$ cat src/rtl/sprd_pkg.sv
package sprd_pkg;
  localparam logic [15:0] REG_ADDR = 16'hFF46;
  localparam logic [15:0] DST_BASE = 16'hFE00;
  localparam logic [15:0] HRAM_LO  = 16'hFF80;
  localparam logic [15:0] HRAM_HI  = 16'hFFFE;
  localparam logic [7:0]  PAGE_MAX = 8'hDF;

  function automatic logic [15:0] src_addr(input logic [7:0] page, input logic [7:0] idx);
    return {page, idx};
  endfunction

  function automatic logic [15:0] dst_addr(input logic [7:0] idx);
    return DST_BASE + {8'h00, idx};
  endfunction

  function automatic logic page_ok(input logic [7:0] page);
    return page <= PAGE_MAX;
  endfunction

  function automatic logic in_hram(input logic [15:0] a);
    return (a >= HRAM_LO) && (a <= HRAM_HI);
  endfunction
endpackage

$ cat src/rtl/sprd_pacer.sv
module sprd_pacer #(
  parameter int SLOT_CYCLES = 4,
  parameter int LEAD_CYCLES = 33
) (
  input  logic clk,
  input  logic rst_n,
  input  logic launch,
  input  logic active,
  input  logic pending,
  input  logic double_speed,
  output logic fire
);
  localparam int TMR_W = $clog2(LEAD_CYCLES + SLOT_CYCLES + 1);
  localparam logic [TMR_W-1:0] LEAD_N = TMR_W'(LEAD_CYCLES);
  localparam logic [TMR_W-1:0] LEAD_D = TMR_W'(LEAD_CYCLES / 2);
  localparam logic [TMR_W-1:0] GAP_N  = TMR_W'(SLOT_CYCLES - 1);
  localparam logic [TMR_W-1:0] GAP_D  = TMR_W'(SLOT_CYCLES / 2 - 1);

  logic [TMR_W-1:0] tmr;

  assign fire = active && !pending && (tmr == '0) && !launch;

  always_ff @(posedge clk) begin
    if (!rst_n)         tmr <= '0;
    else if (launch)    tmr <= double_speed ? LEAD_D : LEAD_N;
    else if (fire)      tmr <= double_speed ? GAP_D : GAP_N;
    else if (tmr != '0) tmr <= tmr - 1'b1;
  end
endmodule

$ cat src/rtl/sprd_seq.sv
module sprd_seq #(
  parameter int NUM_BYTES = 160
) (
  input  logic        clk,
  input  logic        rst_n,
  input  logic        launch,
  input  logic [7:0]  launch_page,
  input  logic        fire,
  input  logic        mem_valid,
  input  logic [7:0]  mem_rdata,
  output logic        active,
  output logic        pending,
  output logic [15:0] mem_addr,
  output logic        oam_we,
  output logic [15:0] oam_addr,
  output logic [7:0]  oam_wdata,
  output logic        last_wr
);
  localparam logic [7:0] LAST_IDX = 8'(NUM_BYTES - 1);

  logic [7:0] page;
  logic [7:0] idx;
  logic       byte_done;

  assign byte_done = pending && mem_valid && !launch;
  assign last_wr   = byte_done && (idx == LAST_IDX);
  assign mem_addr  = sprd_pkg::src_addr(page, idx);
  assign oam_addr  = sprd_pkg::dst_addr(idx);
  assign oam_wdata = mem_rdata;
  assign oam_we    = byte_done;

  always_ff @(posedge clk) begin
    if (!rst_n) begin
      active  <= 1'b0;
      pending <= 1'b0;
      page    <= '0;
      idx     <= '0;
    end else if (launch) begin
      active  <= 1'b1;
      pending <= 1'b0;
      page    <= launch_page;
      idx     <= '0;
    end else if (byte_done) begin
      pending <= 1'b0;
      idx     <= idx + 1'b1;
      if (last_wr) active <= 1'b0;
    end else if (fire) begin
      pending <= 1'b1;
    end
  end
endmodule

$ cat src/rtl/sprd_lock.sv
module sprd_lock (
  input  logic        active,
  input  logic        cpu_acc,
  input  logic [15:0] cpu_addr,
  output logic        cpu_block
);
  assign cpu_block = active && cpu_acc && !sprd_pkg::in_hram(cpu_addr);
endmodule

$ cat src/rtl/sprd_dma.sv
module sprd_dma #(
  parameter int NUM_BYTES   = 160,
  parameter int SLOT_CYCLES = 4,
  parameter int LEAD_CYCLES = 33
) (
  input  logic        clk,
  input  logic        rst_n,
  input  logic        cfg_we,
  input  logic [15:0] cfg_addr,
  input  logic [7:0]  cfg_wdata,
  input  logic        double_speed,
  input  logic        cpu_acc,
  input  logic [15:0] cpu_addr,
  output logic        cpu_block,
  output logic        mem_req,
  output logic [15:0] mem_addr,
  input  logic        mem_valid,
  input  logic [7:0]  mem_rdata,
  output logic        oam_we,
  output logic [15:0] oam_addr,
  output logic [7:0]  oam_wdata,
  output logic        busy
);
  logic launch;
  logic fire;
  logic active;
  logic pending;
  logic last_wr;

  assign launch  = cfg_we && (cfg_addr == sprd_pkg::REG_ADDR) && sprd_pkg::page_ok(cfg_wdata);
  assign mem_req = fire;
  assign busy    = active;

  sprd_pacer #(.SLOT_CYCLES(SLOT_CYCLES), .LEAD_CYCLES(LEAD_CYCLES)) u_pacer (
    .clk(clk), .rst_n(rst_n), .launch(launch), .active(active),
    .pending(pending), .double_speed(double_speed), .fire(fire)
  );

  sprd_seq #(.NUM_BYTES(NUM_BYTES)) u_seq (
    .clk(clk), .rst_n(rst_n), .launch(launch), .launch_page(cfg_wdata),
    .fire(fire), .mem_valid(mem_valid), .mem_rdata(mem_rdata),
    .active(active), .pending(pending), .mem_addr(mem_addr),
    .oam_we(oam_we), .oam_addr(oam_addr), .oam_wdata(oam_wdata),
    .last_wr(last_wr)
  );

  sprd_lock u_lock (
    .active(active), .cpu_acc(cpu_acc), .cpu_addr(cpu_addr), .cpu_block(cpu_block)
  );
endmodule

$ cat config.mk
export PLATFORM = sky130hd
export DESIGN_NAME = sprd_dma
export DESIGN_NICKNAME = d
export VERILOG_FILES = /design/src/rtl/sprd_pkg.sv /design/src/rtl/sprd_pacer.sv /design/src/rtl/sprd_seq.sv /design/src/rtl/sprd_lock.sv /design/src/rtl/sprd_dma.sv
export SDC_FILE = /design/constraint.sdc
export NUM_CORES = 1
export LEC_CHECK = 0
export BUFFER_PORTS_ARGS = -buffer_cell sky130_fd_sc_hd__buf_2
export CORE_ASPECT_RATIO = 1.2
export CORE_MARGIN = 5
export CORE_UTILIZATION = 40
export DETAILED_ROUTE_END_ITERATION = 8
export PLACE_DENSITY = 0.8
export SYNTH_ARGS = -nofsm -noshare
export SYNTH_HDL_FRONTEND = slang
export SYNTH_SLANG_ARGS = --single-unit
$ cat constraint.sdc
create_clock -name clk -period 2.3 [get_ports clk]
set_input_delay 0.115 -clock clk [delete_from_list [all_inputs] [get_ports clk]]
set_output_delay 0.115 -clock clk [all_outputs]
set_load 0.02 [all_outputs]
; Yosys cells after proc, flatten, opt, wreduce, memory -nomap -nowiden
; Index checks and enable logic that the tools add are counted.
[word_totals]
register_bits = 24
input_bits = 54
wordCells = 44
output_inout_bits = 44
[classes]
reduce_logical = 22
addsub = 3
n_mux = 8
order_cmp = 3
n_eq_ne = 2
n_bitwise = 1
[ops]
columns = op, count
row1 = $mux W6, 4
row2 = $eq A16 B16 Y1 const B, 1
row3 = $ge A16 B16 Y1 const B, 1
row4 = $le A16 B16 Y1 const B, 1
row5 = $add A10 B9 Y11 const A, 1
row6 = $logic_and A1 B1 Y1, 11
row7 = $add A8 B1 Y8 const B, 1
row8 = $eq A8 B8 Y1 const B, 1
row9 = $le A8 B8 Y1 const B, 1
row10 = $logic_not A6 Y1, 1
row11 = $reduce_bool A6 Y1, 1
row12 = $sub A6 B1 Y6 const B, 1
row13 = $reduce_bool A2 Y1, 2
row14 = $logic_not A1 Y1, 3
row15 = $mux W1, 3
row16 = $reduce_bool A3 Y1, 1
row17 = $reduce_or A3 Y1, 1
row18 = $mux W2, 1
row19 = $reduce_and A2 Y1, 1
row20 = $reduce_or A2 Y1, 1
row21 = $not A1 Y1, 1

; Longest topological paths before layout
[logic_depth]
word_depth = 9
depth_mapped = 6
ltp_nobuf = 6

; Cells and area by module
; A second synthesis with hierarchy kept.
[unflattened]
hier_cells = 157
hier_area_um2 = 1415.1
[modules_own_cells]
columns = mod, seq_area_each_um2, n_inst, area_per_inst_um2, cells_per_inst
row1 = sprd_seq, 360.3, 1, 922.1, 102
row2 = sprd_pacer, 120.1, 1, 387.9, 40
row3 = sprd_dma, 0.0, 1, 61.3, 7
row4 = sprd_lock, 0.0, 1, 43.8, 8

; Worst setup path before layout
; OpenSTA, ideal clock, no wires.
[synth_path]
kind = register to register
start = reg u_pacer.tmr[0]
end = reg u_pacer.tmr[0]
arrival_time_ps = 1669
setup_ps = 122
period_less_slack_ps = 1791
path_slack_ps = 509
path_buffers = 0
required_ps = 2178
path_stages_with_launch = 7
cell_sequence = dfxtp_1 > inv_1 > ha_1 > or4b_4 > or4_1 > o211ai_1 > mux2i_1
[synth_via]
elab_chain_len = 5
word_cells_on_any_way = 9
classes_between = add/sub: 1 / mux: 3 / reduce/logical: 5
[synth_rtl]
columns = item, line_no
row1 = "start, declared", sprd_pacer.sv:19  ; logic [TMR_W-1:0] tmr;
row2 = "start signal, assigned", sprd_pacer.sv:25  ; else if (launch) tmr <= double_speed ? LEAD_D : LEAD_N;
row3 = "start signal, assigned", sprd_pacer.sv:26  ; else if (fire) tmr <= double_speed ? GAP_D : GAP_N;
row4 = "start signal, assigned", sprd_pacer.sv:27  ; else if (tmr != '0) tmr <= tmr - 1'b1;
row5 = "parallel branches: the longest is 5 deep, another holds $sub A6 B1 Y6", -
; Parallel ways; which one is timed is not known. The select of a mux whose other input is x is not followed.
; A chain may end at the register's enable or synchronous reset.

; Worst setup path in the final report
[layout_path]
start = reg u_pacer.tmr[0]
end = out mem_req
[layout_via]
elab_chain_len = 3
[layout_rtl]
columns = item, line_no
row1 = $logic_not A6 Y1, sprd_pacer.sv:21  ; assign fire = active && !pending && (tmr == '0) && !launch;
row2 = $logic_and A1 B1 Y1 (2 in a row), sprd_pacer.sv:21
row3 = "end, declared", sprd_dma.sv:15  ; output logic mem_req,
; Every way passes these cells.

==> results.cfg <==
[run_status]
status = finished clean

[cells_and_area]
nets = 281
utilization_pct = 50.67
num_antenna_cells = 0
drive_above_1_share_pct = 36.16
fill_cells = 321
area_growth_pct = 23.47

[worst_setup_path]
r2r-end = u_pacer.tmr[0]
max_stage_delay_ps = 500
cp_max_fo = 6
worstPathRequired_ps = 2180
path_delay_family = simple AND/OR/NAND/NOR gates
crit_chain = inv_1, ha_1, or4b_4, nor2_2, nand2_1, nor2_1, buf_2
start_kind = flip-flop
crit_type = flip-flop to output port
worstReg2RegStart = u_pacer.tmr[0]
crit_path_top_delay_cell = or4b_4
ff2ff_path_depth = 6
path_buf_inv = 2
worstPathArrival_ps = 2010
rrSetupSlack_ps = 330
crit_path_start = u_pacer.tmr[0]
cp-end-kind = output port
critical_path_depth = 7
crit_path_end = mem_req

[sta]
fmax_mhz = 469.7
finalSetupViolCount = 0
rsz0062_at_grt = false
hold_viol = 0
fin_crit_sh_pct = 92.57
slew_violations = 0
fin_skew_ps = 7.219
min_period_ps = 2129
tns_ps = 0

[route]
drt-pass1-iter-count = 4
wl_per_cell_um = 12.03
vias = 1279
wirelength_mm = 3.141
drt_first_iter_violations = 17
viasPerCell = 4.900
ant_nets = 0
drc = 0

[global_routing]
grt_pass1_vias = 1195
grt_usage_pct = 13.52
grt_max_degree = 24
antenna_found_initial = 0
grt_pass1_wl_mm = 5.133
grt_overflow_total = 0

[pwr]
power_uw = 1206
peakVddDrop_v = 0.0005110
power.leakage_uw = 0.0008015
power_density_nw_per_um2 = 713.2

[die]
fp.dieArea_um2 = 4700
initial_utilization_pct = 41.04
dieHeight_um = 74.11
fp.dieW_um = 63.43
coreArea_um2 = 3338
io_pins = 98
rows = 23

[run]
cap_violations = 0

[hold_path]
hp-class = input pin to flip-flop

[synthesis]
synth_seq_cells = 24
syn_inst = 167
synth_common_cells = 25 x buf_4, 24 x dfxtp_1, 24 x nand2_1
synth_edf_count = 0
synth_area_per_cell_um2 = 8.204
synthFlopType = dfxtp_1
synth_most_common_cell = buf_4
synth.distinct_cells = 35
ys_warn_count = 0
synth_seq_area_share_pct = 35.07
async_reset_ff_share_pct = 0
yosys-top-cells-area = dfxtp_1 35%, buf_4 14%, mux2i_1 7.3%, nand2_1 6.6%, xnor2_1 4.5%
synth.cell_area_um2 = 1370
synth.largest_area_cell = dfxtp_1
yosysTopAreaCellShare_pct = 35.07

[clock_network]
cts_max_level = 1
cts_tree = built
post_cts_resize_count = 0
post-cts-setup-buffers = 0
cts_made_buffers = 3
cts_root_buf = clkbuf_8
clk_latency_ps = 270
cts_sinks = 24
ctsHoldBuffers = 0
cts_buffer_depth = 2
clk_pin_slew_ps = 90

[placement]
gp_congestion = 0.7190
port_buffers = 73
dpl.hpwl_mm = 2.477
## cell families after synthesis
| kind of cell | after synthesis | synth area share [%] |
|---|---|---|
| AOI/OAI and AO/OA | 12 | 5.754 |
| xor gates and xnor gates | 9 | 5.754 |
| adders and majority gates | 2 | 1.826 |
| buffers and inverters | 33 | 15.89 |
| DFF | 24 | 35.07 |
| muxes | 11 | 8.128 |
| other | 2 | 0.5481 |
| and+or+nand+nor | 74 | 27.03 |
## layout make-up
class	instances	area [um^2]	share of cell area [%]
flip-flops and latches	24	480.5	28.40
clock inverters	1	30.03	1.775
well taps	37	46.29	2.737
clock buffers	3	41.29	2.441
repair buffers	75	380.4	22.49
inverters	5	18.77	1.109
multi-input cells	116	694.4	41.05
## layout by cell type, fill, tap and decap left out, types with 2 or more instances in the layout
cell type and n:
nand2b_1 2, a21oi_1 2, buf_4 2, o21ai_0 2
xor2_1 2, clkbuf_8 3, inv_1 5, nor2_1 16
dfxtp_1 24, nor4bb_1 2, ha_1 2, mux2i_1 10
o21ai_1 2, nand4_1 7, nor2b_1 3, buf_2 73
nor3_1 5, nand3_1 7, nand2_1 24, xnor2_1 7
conb_1 8
## power breakdown
| group | switching, uW | internal, uW | total (uW) |
|---|---|---|---|
| clock | 136 | 233 | 368 |
| combinational | 166 | 167 | 333 |
| sequential | 45.7 | 460 | 505 |
## state kept, by name, summed over array words and instances (netlist names)
register	cells
u_seq.idx	8
u_seq.page	8
u_seq.active	1
u_pacer.tmr	6
u_seq.pending	1
## routing by layer
metal / GRT usage (%) / share of wire (%) / up-vias
met3: 4.683 / 10 / 6
li1: - / - / 644
met1: 14.23 / 38 / 579
met4: 5.774 / 1.6 / 0
met2: 24.49 / 50 / 50
met5: 0 / 0 / -
## worst min path at each step
stage | start | slack [ps] | end | depth (start not counted)
CTS | cfg_wdata[1] | 80 | u_seq.page[1] | 3
global route | cfg_wdata[2] | 90 | u_seq.page[2] | 3
detailed placement | mem_rdata[3] | 230 | oam_wdata[3] | 0
finish | cfg_wdata[1] | 90 | u_seq.page[1] | 3
floorplan | cfg_wdata[0] | 260 | u_seq.page[0] | 2
global placement | mem_rdata[3] | 230 | oam_wdata[3] | 0
## metrics by stage
step / hold slack, ps / instance area, um^2 / instances / setup slack [ps]
finish: 85.20 / 1692 / 261 / 170.9
global route: 93.50 / 1692 / 261 / 15.56
CTS: 82.17 / 1692 / 261 / 179.5
detailed placement: 230.1 / 1620 / 257 / 386.1
global placement: 230.1 / 1620 / 257 / 466.5
floorplan: 257.2 / 1393 / 173 / 508.6
## worst min-delay path: stages
cell and delay, ps:
buf_2 100, nand2_1 50, mux2i_1 50
Note: power is estimated with default switching activity, not from simulation.
